**src/rtl/wc_pkg.sv**
```systemverilog
package wc_pkg;
  localparam int unsigned ADDR_W   = 3;
  localparam int unsigned DRDY_BIT = 17;
  localparam int unsigned N_PH     = 3;

  typedef enum logic [ADDR_W-1:0] {
    RA_WAVE_A = 3'd0,
    RA_WAVE_B = 3'd1,
    RA_WAVE_C = 3'd2,
    RA_STATUS = 3'd3,
    RA_MASK   = 3'd4
  } reg_addr_e;
endpackage

```
**src/rtl/wc_tick_gen.sv**
```systemverilog
module wc_tick_gen #(
  parameter bit          USE_EXT = 1'b1,
  parameter int unsigned DIV     = 12500
) (
  input  logic clk_i,
  input  logic rst_ni,
  input  logic tick_i,
  output logic tick_o
);
  localparam int unsigned CNT_W = (DIV > 1) ? $clog2(DIV) : 1;

  generate
    if (USE_EXT) begin : g_ext
      assign tick_o = tick_i;
    end else begin : g_div
      logic [CNT_W-1:0] cnt_q;
      logic             wrap;
      logic             unused_tick;
      assign unused_tick = tick_i;
      assign wrap   = (cnt_q == CNT_W'(DIV - 1));
      assign tick_o = wrap;
      always_ff @(posedge clk_i or negedge rst_ni) begin
        if (!rst_ni)   cnt_q <= '0;
        else if (wrap) cnt_q <= '0;
        else           cnt_q <= cnt_q + 1'b1;
      end
    end
  endgenerate
endmodule

```
**src/rtl/wc_sample_bank.sv**
```systemverilog
module wc_sample_bank #(
  parameter int unsigned SMP_W = 24,
  parameter int unsigned N     = 3
) (
  input  logic                      clk_i,
  input  logic                      rst_ni,
  input  logic [N-1:0][SMP_W-1:0]   smp_i,
  input  logic                      valid_i,
  input  logic                      cap_i,
  output logic [N-1:0][SMP_W-1:0]   held_o
);
  generate
    for (genvar g = 0; g < N; g++) begin : g_lane
      logic [SMP_W-1:0] stage_q;
      logic [SMP_W-1:0] held_q;
      logic [SMP_W-1:0] cap_val;
      // a sample arriving with the tick is newer than the staged one
      assign cap_val = valid_i ? smp_i[g] : stage_q;
      always_ff @(posedge clk_i or negedge rst_ni) begin
        if (!rst_ni) begin
          stage_q <= '0;
          held_q  <= '0;
        end else begin
          if (valid_i) stage_q <= smp_i[g];
          if (cap_i)   held_q  <= cap_val;
        end
      end
      assign held_o[g] = held_q;
    end
  endgenerate
endmodule

```
**src/rtl/wc_irq_regs.sv**
```systemverilog
module wc_irq_regs (
  input  logic clk_i,
  input  logic rst_ni,
  input  logic cap_i,
  input  logic clr_i,
  input  logic mask_we_i,
  input  logic mask_d_i,
  output logic flag_o,
  output logic mask_o,
  output logic irq_no
);
  logic flag_q, mask_q;

  always_ff @(posedge clk_i or negedge rst_ni) begin
    if (!rst_ni) begin
      flag_q <= 1'b0;
      mask_q <= 1'b0;
    end else begin
      if (cap_i)      flag_q <= 1'b1;   // capture beats clear
      else if (clr_i) flag_q <= 1'b0;
      if (mask_we_i)  mask_q <= mask_d_i;
    end
  end

  assign flag_o = flag_q;
  assign mask_o = mask_q;
  assign irq_no = ~(flag_q & mask_q);
endmodule

```
**src/rtl/wc_wave_capture.sv**
```systemverilog
module wc_wave_capture
  import wc_pkg::*;
#(
  parameter int unsigned SMP_W        = 24,
  parameter int unsigned WORD_W       = 32,
  parameter bit          USE_EXT_TICK = 1'b1,
  parameter int unsigned TICK_DIV     = 12500
) (
  input  logic              clk_i,
  input  logic              rst_ni,
  input  logic [SMP_W-1:0]  smp_a_i,
  input  logic [SMP_W-1:0]  smp_b_i,
  input  logic [SMP_W-1:0]  smp_c_i,
  input  logic              smp_valid_i,
  input  logic              tick_i,
  input  logic              reg_wr_i,
  input  logic [2:0]        reg_addr_i,
  input  logic [WORD_W-1:0] reg_wdata_i,
  output logic [WORD_W-1:0] reg_rdata_o,
  output logic [WORD_W-1:0] wave_a_o,
  output logic [WORD_W-1:0] wave_b_o,
  output logic [WORD_W-1:0] wave_c_o,
  output logic [WORD_W-1:0] status_o,
  output logic [WORD_W-1:0] mask_o,
  output logic              irq_no
);
  localparam int unsigned EXT_W = WORD_W - SMP_W;

  logic                          cap;
  logic [N_PH-1:0][SMP_W-1:0]    smp_in;
  logic [N_PH-1:0][SMP_W-1:0]    held;
  logic [N_PH-1:0][WORD_W-1:0]   word;
  logic                          flag, mask_bit;
  logic                          st_clr, mask_we;
  logic                          unused_wdata;

  wc_tick_gen #(.USE_EXT(USE_EXT_TICK), .DIV(TICK_DIV)) u_tick (
    .clk_i, .rst_ni, .tick_i, .tick_o(cap)
  );

  assign smp_in = {smp_c_i, smp_b_i, smp_a_i};

  wc_sample_bank #(.SMP_W(SMP_W), .N(N_PH)) u_bank (
    .clk_i, .rst_ni, .smp_i(smp_in), .valid_i(smp_valid_i),
    .cap_i(cap), .held_o(held)
  );

  generate
    for (genvar g = 0; g < N_PH; g++) begin : g_sext
      assign word[g] = {{EXT_W{held[g][SMP_W-1]}}, held[g]};
    end
  endgenerate

  assign wave_a_o = word[0];
  assign wave_b_o = word[1];
  assign wave_c_o = word[2];

  assign st_clr  = reg_wr_i && (reg_addr_i == RA_STATUS) && reg_wdata_i[DRDY_BIT];
  assign mask_we = reg_wr_i && (reg_addr_i == RA_MASK);
  assign unused_wdata = ^{reg_wdata_i[WORD_W-1:DRDY_BIT+1], reg_wdata_i[DRDY_BIT-1:0]};

  wc_irq_regs u_irq (
    .clk_i, .rst_ni, .cap_i(cap), .clr_i(st_clr),
    .mask_we_i(mask_we), .mask_d_i(reg_wdata_i[DRDY_BIT]),
    .flag_o(flag), .mask_o(mask_bit), .irq_no
  );

  always_comb begin
    status_o = '0;
    mask_o   = '0;
    status_o[DRDY_BIT] = flag;
    mask_o[DRDY_BIT]   = mask_bit;
  end

  always_comb begin
    case (reg_addr_i)
      RA_WAVE_A: reg_rdata_o = word[0];
      RA_WAVE_B: reg_rdata_o = word[1];
      RA_WAVE_C: reg_rdata_o = word[2];
      RA_STATUS: reg_rdata_o = status_o;
      RA_MASK:   reg_rdata_o = mask_o;
      default:   reg_rdata_o = '0;
    endcase
  end
endmodule

```
**config.mk**
```make
export PLATFORM = sky130hd
export DESIGN_NAME = wc_wave_capture
export DESIGN_NICKNAME = d
export VERILOG_FILES = /design/src/rtl/wc_pkg.sv /design/src/rtl/wc_tick_gen.sv /design/src/rtl/wc_sample_bank.sv /design/src/rtl/wc_irq_regs.sv /design/src/rtl/wc_wave_capture.sv
export SDC_FILE = /design/constraint.sdc
export NUM_CORES = 1
export LEC_CHECK = 0
export BUFFER_PORTS_ARGS = -buffer_cell sky130_fd_sc_hd__buf_2
export CAP_MARGIN = 30
export CORE_UTILIZATION = 33
export CTS_BUF_LIST = sky130_fd_sc_hd__clkbuf_8
export DETAILED_ROUTE_END_ITERATION = 6
export HOLD_SLACK_MARGIN = 0.1
export PLACE_DENSITY = 0.61
export SLEW_MARGIN = 20
export SYNTH_ARGS = -nofsm -noshare
export SYNTH_HDL_FRONTEND = slang
export SYNTH_HIERARCHICAL = 1
export SYNTH_SLANG_ARGS = --single-unit
```
**constraint.sdc**
```tcl
create_clock -name clk_i -period 2.9 [get_ports clk_i]
set_clock_uncertainty 0.15 [all_clocks]
set_input_delay 0 -clock clk_i [delete_from_list [all_inputs] [get_ports clk_i]]
set_output_delay 0 -clock clk_i [all_outputs]
set_load 0.02 [all_outputs]
```
[Word level (Yosys, flattened, before mapping)]
Index checks and enable logic that the tools add are counted.
Word-level totals
  bits in registers: 146
  bits of input ports: 112
  word-level logic and storage cells: 25
Operators by class
  equal/unequal tests: 4
  muxes and demuxes: 6
  bitwise gates (word level): 2
  reductions and logical operators: 5
Operators by type and width (number)
  $pmux W32 S5: 1
  $mux W24: 3
  $eq A3 B2 Y1 const B: 2
  $eq A3 B1 Y1 const B: 1
  $eq A3 B3 Y1 const B: 1
  $logic_and A1 B1 Y1: 3
  $logic_not A3 Y1: 1
  $mux W1: 2
  $reduce_bool A2 Y1: 1
  $and A1 B1 Y1: 1
  $not A1 Y1: 1

[Depth between registers and ports, before layout]
Gate-level depths: netlist (run 1).
  depth in word-level cells: 5
  depth in mapped cells: 6
  mapped depth without buffers: 4

[Hierarchy]
Netlist (run 1), hierarchy kept.
By module, submodules not included
  wc_sample_bank: times used 1, cells an instance 304, area each 5941.9 um^2
  wc_wave_capture: times used 1, cells an instance 210, area each 1537.7 um^2
  wc_irq_regs: times used 1, cells an instance 6, area each 80.1 um^2
  wc_tick_gen: times used 1, cells an instance 1, area each 7.5 um^2

[Least setup slack after synthesis (run 1)]
No wires, ideal clock.
  kind: flip-flop to output port
  from: reg u_bank.g_lane[2].held_q[23]
  to: out reg_rdata_o[24]
  arrival: 1.857 ns
  slack: 0.893 ns
  cell stages (with the launch flop): 5
  buffers on the path: 1
  cell sequence: dfrtp_1 mux2i_1 or2_2 a21oi_1 buf_4
Between the ends
  cells in the longest elaborated chain, start to end: 1
Ends and longest elaborated chain
  from (decl): RTL line wc_sample_bank.sv:15  | logic [SMP_W-1:0] held_q;
  from (signal assigned): RTL line wc_sample_bank.sv:25  | if (cap_i) held_q <= cap_val;
  $pmux W32 S5: RTL line wc_wave_capture.sv:76  | case (reg_addr_i)
  to (decl): RTL line wc_wave_capture.sv:19  | output logic [WORD_W-1:0] reg_rdata_o,
No other way between the ends.

[Worst setup path in the final report (run 1)]
  from: reg u_bank.g_lane[0].held_q[23]
  to: out reg_rdata_o[27]
Between the ends
  cells in the longest elaborated chain, start to end: 1
Ends and longest elaborated chain (RTL line)
  from (decl): wc_sample_bank.sv:15
  from (signal assigned): wc_sample_bank.sv:25
  $pmux W32 S5: wc_wave_capture.sv:76
No other way between the ends.

==> impl_metrics.py, run 1 <==
metrics = {
    "critical_path": {
        "rr_worst_depth": 2,
        "startpoint": "u_bank/g_lane[0].held_q[23]",
        "r2r-end": "u_bank/g_lane[2].stage_q[17]",
        "critPathCapture": "reg_rdata_o[27]",
        "crit_buf_inv": 1,
        "critPathMaxStageDelay_ps": 550,
        "path_cells": "mux2i_1 > or2_2 > a21oi_1 > buf_2",
        "critPathArrivalTime_ps": 2050,
        "crit_family": "flip-flops",
        "cp-start-kind": "flip-flop",
        "path_class": "flip-flop to primary output",
        "r2r-start": "u_bank/g_lane[2].stage_q[17]",
        "regToRegSetupSlack_ps": 1390,
        "required_ps": 2750,
        "path_max_fanout": 11,
        "path_depth": 4,
        "end_kind": "primary output",
        "crit_slowest_cell": "dfrtp_1",
    },
    "cts": {
        "numCtsBuffers": 17,
        "clk_pin_slew_ps": 90,
        "cts-root-buf": "clkbuf_8",
        "cts_buffer_depth": 2,
        "ctsResizeCount": 0,
        "cts_num_sinks": 146,
        "postCtsSetupBuffers": 0,
        "cts_tree": "yes",
        "clock_latency_ps": 450,
        "cts_hold_buffers": 136,
        "cts_max_level": 4,
    },
    "yosys": {
        "synth_top_family_by_area": "multiplexers",
        "ys_warn_count": 6,
        "synth_compound_area_frac": 0.0251,
        "post_synth_fa_ha_maj_area_fraction": 0,
        "synth_xor_area_frac": 0,
        "avgSynthCellArea_sq_um": 14.5,
        "synthDistinctLibCells": 25,
        "muxShareOfSynthArea": 0.319,
        "synth_area_sq_mm": 0.00757,
        "synth_cells": 521,
        "synth_seq_cells": 146,
        "seq_area_frac_synth": 0.483,
        "synthSimpleGateAreaFrac": 0.0394,
    },
    "worst_hold_path": {
        "hold_class": "input port to flip-flop",
    },
    "placed_design": {
        "port_buffers": 211,
        "hpwl_um": 11400,
        "dpl_cell_area_sq_mm": 0.00831,
        "placed_cells": 963,
        "gp_congestion": 0.765,
    },
    "power_and_ir_drop": {
        "peakVddDrop_mv": 0.279,
        "p_total_mw": 5.72,
        "p_per_area_mw_per_mm2": 568,
        "p_leak_nw": 5.07,
    },
    "timing": {
        "hold_viol": 0,
        "layout_min_cycle_time_ps": 2200,
        "finalSetupViolations": 0,
        "rsz0062_at_grt": "false",
        "finalCritPeriodShare": 0.758,
        "max_freq_mhz": 455,
        "relSlewSlack": 0.491,
        "worst_pin_slew_ps": 763,
        "tns_ps": 0,
        "fin_worst_hold_slack_ps": 183,
        "maxSlewViolCount": 0,
    },
    "routing": {
        "wl_um": 18000,
        "wl_per_cell_um": 15.9,
        "vias": 4828,
        "drc_errors": 0,
        "drtIter0Drc": 192,
        "drtPass1Iterations": 4,
        "ant_nets": 0,
        "via_per_inst": 4.27,
    },
    "final_layout": {
        "synthToLayoutAreaGrowth_pct": 33.1,
        "multi_input_area_sq_mm": 0.00313,
        "final_common_cell": "buf_2",
        "nFillCells": 2061,
        "drive_gt1_frac": 0.497,
        "antenna_cells": 0,
        "final_nets": 946,
        "final_cell_mix": "buf_2, dfrtp_1, mux2_4",
        "stdcell_area_sq_mm": 0.0101,
        "instances_no_fill": 1132,
        "ff_latch_area_sq_mm": 0.00365,
    },
    "floorplan": {
        "core_sq_mm": 0.0226,
        "die_y_um": 153,
        "start_util": 0.335,
        "die_area_sq_mm": 0.0235,
        "rows": 55,
        "fp.dieW_um": 153,
        "pin_count": 305,
    },
    "global_route": {
        "grt_antenna_before_repair": 0,
        "grt_max_degree": 80,
        "grt-ovfl-total": 0,
        "grt_pass1_vias": 4985,
        "grt_pass1_wl_um": 28800,
        "grt_use_total": 0.159,
    },
    "run": {
        "max_cap_violations": 0,
    },
    "outcome": {
        "status": "complete, no violations",
    },
}
-- stage by stage --
stage | worst slack [ps] | util
2_1_floorplan | 893 | -
3_3_place_gp | 1090 | 0.368
3_5_place_dp | 1040 | 0.368
4_1_cts | 610 | 0.446
5_1_grt | 499 | 0.446
6_report | 703 | 0.446
-- logic make-up (layout without fill, tap and decap cells) --
logic type / Yosys count / after routing
multiplexers: 170 / 170
flip-flops: 146 / 146
buffers and inverters: 124 / 389
AND/OR/NAND/NOR: 56 / 56
AO/OA/AOI/OAI: 24 / 24
other: 1 / 62
-- report_power, final --
| part | internal (mW) | total (mW) | switching, mW |
|---|---|---|---|
| Sequential | 2.29 | 2.47 | 0.182 |
| Clock | 0.704 | 1.59 | 0.886 |
| Combinational | 0.819 | 1.66 | 0.841 |
-- metal layers --
metal  track usage  share of wire  vias up
met4        0.0667          0.030        0
met1         0.212           0.47     2386
li1              -              -     2231
met5             0              0        -
met3        0.0309          0.037       29
met2         0.253           0.47      182
-- how the worst min path moves through the flow --
stage	from	depth (start not counted)	endpoint	slack, ps
after floorplan	rst_ni	0	u_bank/g_lane[0].held_q[0]	-450
after global placement	rst_ni	1	u_bank/g_lane[1].stage_q[6]	-50
after detailed placement	rst_ni	1	u_bank/g_lane[1].stage_q[6]	-40
after CTS	smp_valid_i	3	u_bank/g_lane[2].stage_q[5]	100
after global routing	smp_b_i[3]	3	u_bank/g_lane[1].stage_q[3]	160
final	smp_b_i[16]	3	u_bank/g_lane[1].stage_q[16]	180
-- cell type report --
type / count / share of cell area
clock buffers: 17 / 0.0232
clock inverters: 15 / 0.0150
inverters: 1 / 0.000373
multi-input cells: 312 / 0.311
flip-flops and latches: 146 / 0.363
well taps: 285 / 0.0354
repair buffers: 356 / 0.252
-- cell usage after synthesis --
| master | number | share of area |
|---|---|---|
| buf_2 | 11 | 0.0073 |
| nand3_1 | 2 | 0.0013 |
| a21oi_1 | 5 | 0.0033 |
| mux2_2 | 5 | 0.0074 |
| nand2_1 | 25 | 0.012 |
| or3_1 | 1 | 0.00083 |
| mux2i_1 | 24 | 0.032 |
| nand3b_1 | 1 | 0.00099 |
| mux2_4 | 141 | 0.28 |
| or2_1 | 18 | 0.015 |
| nor2b_4 | 1 | 0.0018 |
| nor2_1 | 1 | 0.00050 |
| buf_12 | 9 | 0.024 |
| buf_1 | 1 | 0.00050 |
| and4bb_2 | 1 | 0.0017 |
| clkbuf_1 | 2 | 0.00099 |
| conb_1 | 1 | 0.00050 |
| buf_6 | 2 | 0.0030 |
| inv_1 | 1 | 0.00050 |
| buf_4 | 98 | 0.097 |
| a21o_1 | 1 | 0.00099 |
| or2_2 | 5 | 0.0041 |
| a21oi_2 | 18 | 0.021 |
| and3_1 | 1 | 0.00083 |
| dfrtp_1 | 146 | 0.48 |
-- sequential cells by signal (all words and copies together) (netlist names) --
| register | flops |
|---|---|
| u_irq/flag_o | 1 |
| u_irq/mask_o | 1 |
| u_bank/g_lane.stage_q | 72 |
| u_bank/g_lane.held_q | 72 |
-- worst min-delay path: stages --
cell and delay (ps):
dlygate4sd3_1 520, buf_2 90, mux2_4 140
No activity file was read; power rests on OpenSTA's default activity.
==> run 2, diff against run 1 <==
- ABC_AREA: unset -> 1
- PLACE_DENSITY: 0.61 -> 0.63
- clock period: 2.9 -> 1.85 ns (I/O delays scaled with it)
==> run 2 against run 1 <==
Sequential share of layout area increased by 0.43 points. Non-clock buffer count decreased by 31. Clock-buffer cell count increased by 1. Largest cell class unchanged. Synthesized cell count increased by 88%. Highest routed layer unchanged.
==> impl_metrics.py, run 2 <==
metrics = {
    "yosys": {
        "synthSimpleGateAreaFrac": 0.315,
        "synth_top_area_frac": 0.479,
        "synth_compound_area_frac": 0,
        "synth_top_family_by_area": "simple AND/OR/NAND/NOR gates",
        "synth_cells": 979,
        "synthArstFlopShare": 1.00,
        "avgSynthCellArea_sq_um": 7.79,
        "muxShareOfSynthArea": 0,
        "yosys-top-cells-area": "dfrtp_1, nand2_1, buf_4, inv_1, nand3_1",
        "post_synth_fa_ha_maj_area_fraction": 0,
        "yosysTopAreaCell": "dfrtp_1",
        "synth_xor_area_frac": 0,
        "synth-edff-count": 0,
        "synth_common_cells": "nand2_1, inv_1, dfrtp_1, buf_4, nand3_1",
        "synthDistinctLibCells": 17,
        "ys_warn_count": 6,
        "ys.flop_type": "dfrtp_1",
        "synth.most_common_cell": "nand2_1",
        "synth_area_sq_mm": 0.00763,
        "seq_area_frac_synth": 0.479,
        "synth_seq_cells": 146,
    },
    "timing": {
        "max_freq_mhz": 547,
        "hold_viol": 0,
        "rsz0062_at_grt": "false",
        "worst_pin_slew_ps": 717,
        "maxSlewViolCount": 0,
        "finalWorstSetupSlack_ps": 20.3,
        "finalCritPeriodShare": 0.989,
        "tns_ps": 0,
        "relSlewSlack": 0.520,
        "layout_min_cycle_time_ps": 1830,
        "finalSetupViolations": 0,
        "fin_worst_hold_slack_ps": 132,
    },
    "placed_design": {
        "placed_cells": 1419,
        "pre_cts_slack_ps": 346,
        "port_buffers": 211,
        "hpwl_um": 13900,
        "gp_congestion": 0.785,
    },
    "final_layout": {
        "synthToLayoutAreaGrowth_pct": 30.5,
        "nFillCells": 2297,
        "drive_gt1_frac": 0.212,
        "largestRegisters": "u_bank/g_lane.held_q: 72 flops, u_bank/g_lane.stage_q: 72 flops",
        "ff_latch_area_sq_mm": 0.00365,
        "antenna_cells": 0,
        "instances_no_fill": 1549,
        "final_nets": 1363,
        "final_common_cell": "nand2_1",
        "final_cell_mix": "nand2_1, buf_2, inv_1",
        "multi_input_area_sq_mm": 0.00264,
    },
    "cts": {
        "clock_latency_ps": 440,
        "numCtsBuffers": 17,
        "cts-root-buf": "clkbuf_8",
        "clk_pin_slew_ps": 80,
        "postCtsSetupBuffers": 0,
        "cts_tree": "yes",
        "cts_max_level": 4,
        "cts_num_sinks": 146,
        "cts_buffer_depth": 2,
    },
    "critical_path": {
        "path_max_fanout": 22,
        "path_cells": "buf_4 > inv_6 > dlygate4sd3_1 > buf_12 > nand2_1 > and2_1 > dlygate4sd3_1",
        "cp-start-kind": "input port",
        "path_depth": 7,
        "critPathMaxStageDelay_ps": 750,
        "crit_buf_inv": 5,
        "path_class": "input port to flip-flop",
        "rr_worst_depth": 4,
        "end_kind": "flip-flop",
        "crit_slowest_cell": "dlygate4sd3_1",
        "path_common_cell": "dlygate4sd3_1",
        "critPathArrivalTime_ps": 2010,
        "crit_family": "buffers and inverters",
        "required_ps": 2030,
    },
    "routing": {
        "wl_met3_um": 1020,
        "drtIter0Drc": 300,
        "drtPass1Iterations": 4,
        "wl_um": 21700,
        "top_layer_used": "met4",
        "wl_per_cell_um": 14.0,
        "drc_errors": 0,
        "wl_met2_um": 10100,
        "met1_length_um": 10100,
        "via_per_inst": 4.25,
        "ant_nets": 0,
        "vias": 6579,
    },
    "worst_hold_path": {
        "hold_class": "input port to flip-flop",
        "min_path_cells": 4,
    },
    "floorplan": {
        "die_area_sq_mm": 0.0237,
        "fp.dieW_um": 154,
        "core_sq_mm": 0.0226,
        "die_y_um": 154,
        "start_util": 0.337,
        "rows": 55,
        "pin_count": 305,
    },
    "global_route": {
        "grt_max_degree": 74,
        "grt_use_total": 0.188,
        "grt_pass1_vias": 6059,
        "grt-ovfl-total": 0,
        "grt_pass1_wl_um": 33900,
        "grt_antenna_before_repair": 0,
    },
    "power_and_ir_drop": {
        "peakVddDrop_mv": 0.393,
        "p_per_area_mw_per_mm2": 864,
        "p_total_mw": 8.60,
        "p_leak_nw": 5.67,
    },
    "outcome": {
        "status": "complete, no violations",
    },
    "run": {
        "max_cap_violations": 0,
    },
}
-- run 2: changes by cell type in the layout (fill, tap and decap cells not counted), moves of 5 or more --
cell / delta
buf_12: +6
inv_1: +147
mux2_2: -5
a21oi_1: -5
a21oi_2: -18
dlygate4sd3_1: -42
nand2_1: +343
nand3_1: +96
and2_1: +72
or2_1: -18
mux2_4: -141
mux2i_1: -24
or2_2: -5
-- run 2: routing by layer --
layer	GRT usage	vias to the layer above
met2	0.300	225
met5	0	-
met1	0.257	3040
met3	0.0333	30
li1	-	3284
met4	0.0681	0
-- run 2: kinds of logic (layout without fill, tap and decap cells) --
group         count (synthesis)  after routing
buf+inv                     284            508
flops                       146            146
simple gates                548            548
other cells                   1             62
-- run 2: per-stage QoR --
step | instance area (sq um) | util
2_1_floorplan | 7860 | -
3_3_place_gp | 8490 | 0.375
3_5_place_dp | 8490 | 0.375
4_1_cts | 9950 | 0.440
5_1_grt | 9950 | 0.440
6_report | 9950 | 0.440
-- run 2: report_power, final --
| group | switching (mW) | internal, mW |
|---|---|---|
| sequential | 0.235 | 3.51 |
| combinational | 1.22 | 0.712 |
| clock | 1.29 | 1.64 |
| total | 2.74 | 5.86 |
-- run 2: worst register-to-register path: stages, from the launching register on --
cell	delay, ps
dfrtp_1	370
inv_1	60
nand2_1	60
and2_1	130
dlygate4sd3_1	560
-- run 2: worst paths after layout --
path | slack (ps) | end | startpoint
setup / recovery | 20 | u_bank/g_lane[0].stage_q[17] | smp_valid_i
hold / removal | 130 | u_bank/g_lane[0].stage_q[21] | smp_valid_i
setup reg to reg | 420 | u_bank/g_lane[0].stage_q[0] | u_bank/g_lane[0].stage_q[0]
hold reg to reg | 360 | u_bank/g_lane[1].held_q[6] | u_bank/g_lane[1].held_q[6]
max in group asynchronous | 750 | u_bank/g_lane[2].held_q[22] | rst_ni
min in group asynchronous | 500 | u_bank/g_lane[1].stage_q[17] | rst_ni
-- run 2: repair_timing --
action | in CTS | in global routing
hold buffers | 98 | 0
gates resized for setup | 0 | 0
hold endpoints to repair | 292 | 0
setup endpoints to repair | 0 | 1
-- run 2: layout make-up --
type | instances | area share
Clock buffer | 18 | 0.0249
Clock inverter | 14 | 0.0211
Inverter | 151 | 0.0575
Multi-Input combinational cell | 610 | 0.265
Sequential cell | 146 | 0.367
Tap cell | 285 | 0.0358
Timing Repair Buffer | 325 | 0.229
==> run 3, diff against run 2 <==
- GPL_TIMING_DRIVEN: unset -> 0
- TNS_END_PERCENT: unset -> 50
==> run 3 against run 2 <==
The run now ends with setup timing left. Clock-buffer cell count grew 1. Sequential power about the same. Design area increased by 14%. Register-to-register slack got worse by 40 ps. Critical path depth unchanged. Global-route usage is 2.0 points higher. Via count rose by 8.5%. Routed wire length increased by 11%. Maximum frequency down 1.5%.
==> impl_metrics.py, run 3 (synthesized netlist as in run 2, its figures left out) <==
metrics = {
    "global_route": {
        "grt_pass1_wl_um": 37400,
        "grt-ovfl-total": 0,
        "grt_pass1_vias": 7031,
        "grt_max_degree": 82,
        "grt_antenna_before_repair": 0,
        "grt_use_total": 0.208,
    },
    "routing": {
        "wl_per_cell_um": 13.8,
        "drtPass1Iterations": 4,
        "drc_errors": 0,
        "via_per_inst": 4.11,
        "vias": 7141,
        "wl_um": 24000,
        "drtIter0Drc": 351,
        "ant_nets": 0,
    },
    "critical_path": {
        "path_class": "input port to flip-flop",
        "path_common_cell": "dlygate4sd3_1",
        "crit_slowest_cell": "dlygate4sd3_1",
        "r2r-start": "u_bank/g_lane[2].stage_q[11]",
        "critPathMaxStageDelay_ps": 570,
        "critPathArrivalTime_ps": 2040,
        "cp-start-kind": "input port",
        "r2r-end": "u_bank/g_lane[2].stage_q[11]",
        "end_kind": "flip-flop",
        "path_max_fanout": 2,
        "rr_worst_depth": 4,
        "crit_family": "buffers and inverters",
        "startpoint": "smp_a_i[2]",
        "required_ps": 2030,
        "crit_buf_inv": 5,
        "regToRegSetupSlack_ps": 380,
        "path_cells": "dlygate4sd3_1 > buf_2 > inv_1 > nand2_1 > dlygate4sd3_1 > and2_1 > dlygate4sd3_1",
    },
    "timing": {
        "fin_worst_hold_slack_ps": 126,
        "rsz0062_at_grt": "false",
        "finalCritPeriodShare": 1.00,
        "layout_min_cycle_time_ps": 1860,
        "hold_viol": 0,
        "relSlewSlack": 0.655,
        "worst_pin_slew_ps": 518,
        "finalWorstSetupSlack_ps": -7.07,
        "tns_ps": -7.07,
        "maxSlewViolCount": 0,
        "max_freq_mhz": 538,
        "finalSetupViolations": 1,
    },
    "floorplan": {
        "start_util": 0.337,
        "core_sq_mm": 0.0226,
        "pin_count": 305,
        "die_area_sq_mm": 0.0237,
        "fp.dieW_um": 154,
        "rows": 55,
        "die_y_um": 154,
    },
    "final_layout": {
        "nFillCells": 2214,
        "drive_gt1_frac": 0.264,
        "largestRegisters": "u_bank/g_lane.held_q: 72 flops, u_bank/g_lane.stage_q: 72 flops",
        "instances_no_fill": 1738,
        "final_cell_mix": "nand2_1, buf_2, dlygate4sd3_1",
        "stdcell_area_sq_mm": 0.0114,
        "final_common_cell": "nand2_1",
        "final_nets": 1552,
        "antenna_cells": 0,
        "synthToLayoutAreaGrowth_pct": 49.2,
    },
    "cts": {
        "clock_latency_ps": 450,
        "cts_num_sinks": 146,
        "cts_max_level": 4,
        "cts_tree": "yes",
        "numCtsBuffers": 17,
        "clk_pin_slew_ps": 80,
        "postCtsSetupBuffers": 0,
        "cts_buffer_depth": 2,
        "cts-root-buf": "clkbuf_8",
    },
    "power_and_ir_drop": {
        "p_total_mw": 8.31,
        "p_leak_nw": 6.42,
        "peakVddDrop_mv": 0.392,
        "p_per_area_mw_per_mm2": 731,
    },
    "worst_hold_path": {
        "min_path_cells": 6,
        "min_from": "smp_valid_i",
        "hold_end": "u_bank/g_lane[1].held_q[17]",
        "hold_class": "input port to flip-flop",
    },
    "run": {
        "max_cap_violations": 0,
    },
    "placed_design": {
        "placed_cells": 1535,
        "hpwl_um": 16300,
        "gp_congestion": 0.797,
        "port_buffers": 209,
        "dpl_cell_area_sq_mm": 0.00930,
    },
    "outcome": {
        "failed_checks": "setup timing",
        "status": "complete, but fails checks",
    },
}
run 3: worst max path at each step:
stage                                  end  slack, ps  depth (start not counted)
5_1_grt        u_bank/g_lane[1].stage_q[6]          1                          7
4_1_cts        u_bank/g_lane[0].stage_q[5]          5                          7
2_1_floorplan              reg_rdata_o[24]        460                          3
3_3_place_gp   u_bank/g_lane[0].stage_q[4]      -1630                          1
6_report       u_bank/g_lane[0].stage_q[2]         -7                          7
3_5_place_dp               reg_rdata_o[30]        150                          7
run 3: metal layers:
metal	vias to the layer above	GRT usage	wire length (um)
met2	200	0.355	11600
met1	3269	0.267	11100
met4	0	0.0486	275
li1	3655	-	-
met5	-	0	0
met3	17	0.0482	1110
run 3: repair_timing:
action,CTS,global route
setup endpoints to repair,8,20
hold buffers,171,1
endpoints found under the hold margin,292,1
gates resized for setup,1,8
run 3: per-stage QoR:
step                      setup WS [ps]  utilization
after floorplan                     461            -
after global placement            -1630        0.409
after detailed placement            148        0.411
after CTS                          4.74        0.502
after global routing               1.37        0.503
final                             -7.07        0.503
run 3: layout make-up:
type	count	area, sq um	share of cell area
well taps	285	357	0.0313
repair buffers	381	2810	0.247
clock inverters	13	87.6	0.00770
inverters	151	572	0.0503
multi-input cells	610	2640	0.232
flip-flops and latches	146	3660	0.321
plain buffers	133	996	0.0875
clock buffers	19	262	0.0230
run 3: worst register-to-register path, stage by stage, from the launching register on:
cell and delay, ps:
dfrtp_1 370, inv_1 50, nand2_1 60, and2_1 170, dlygate4sd3_1 560
run 3: power breakdown:
group / internal (mW) / leakage, nW / switching [mW]
clock: 0.992 / 0.177 / 1.27
combinational: 1.01 / 4.58 / 1.31
sequential: 3.51 / 1.67 / 0.227
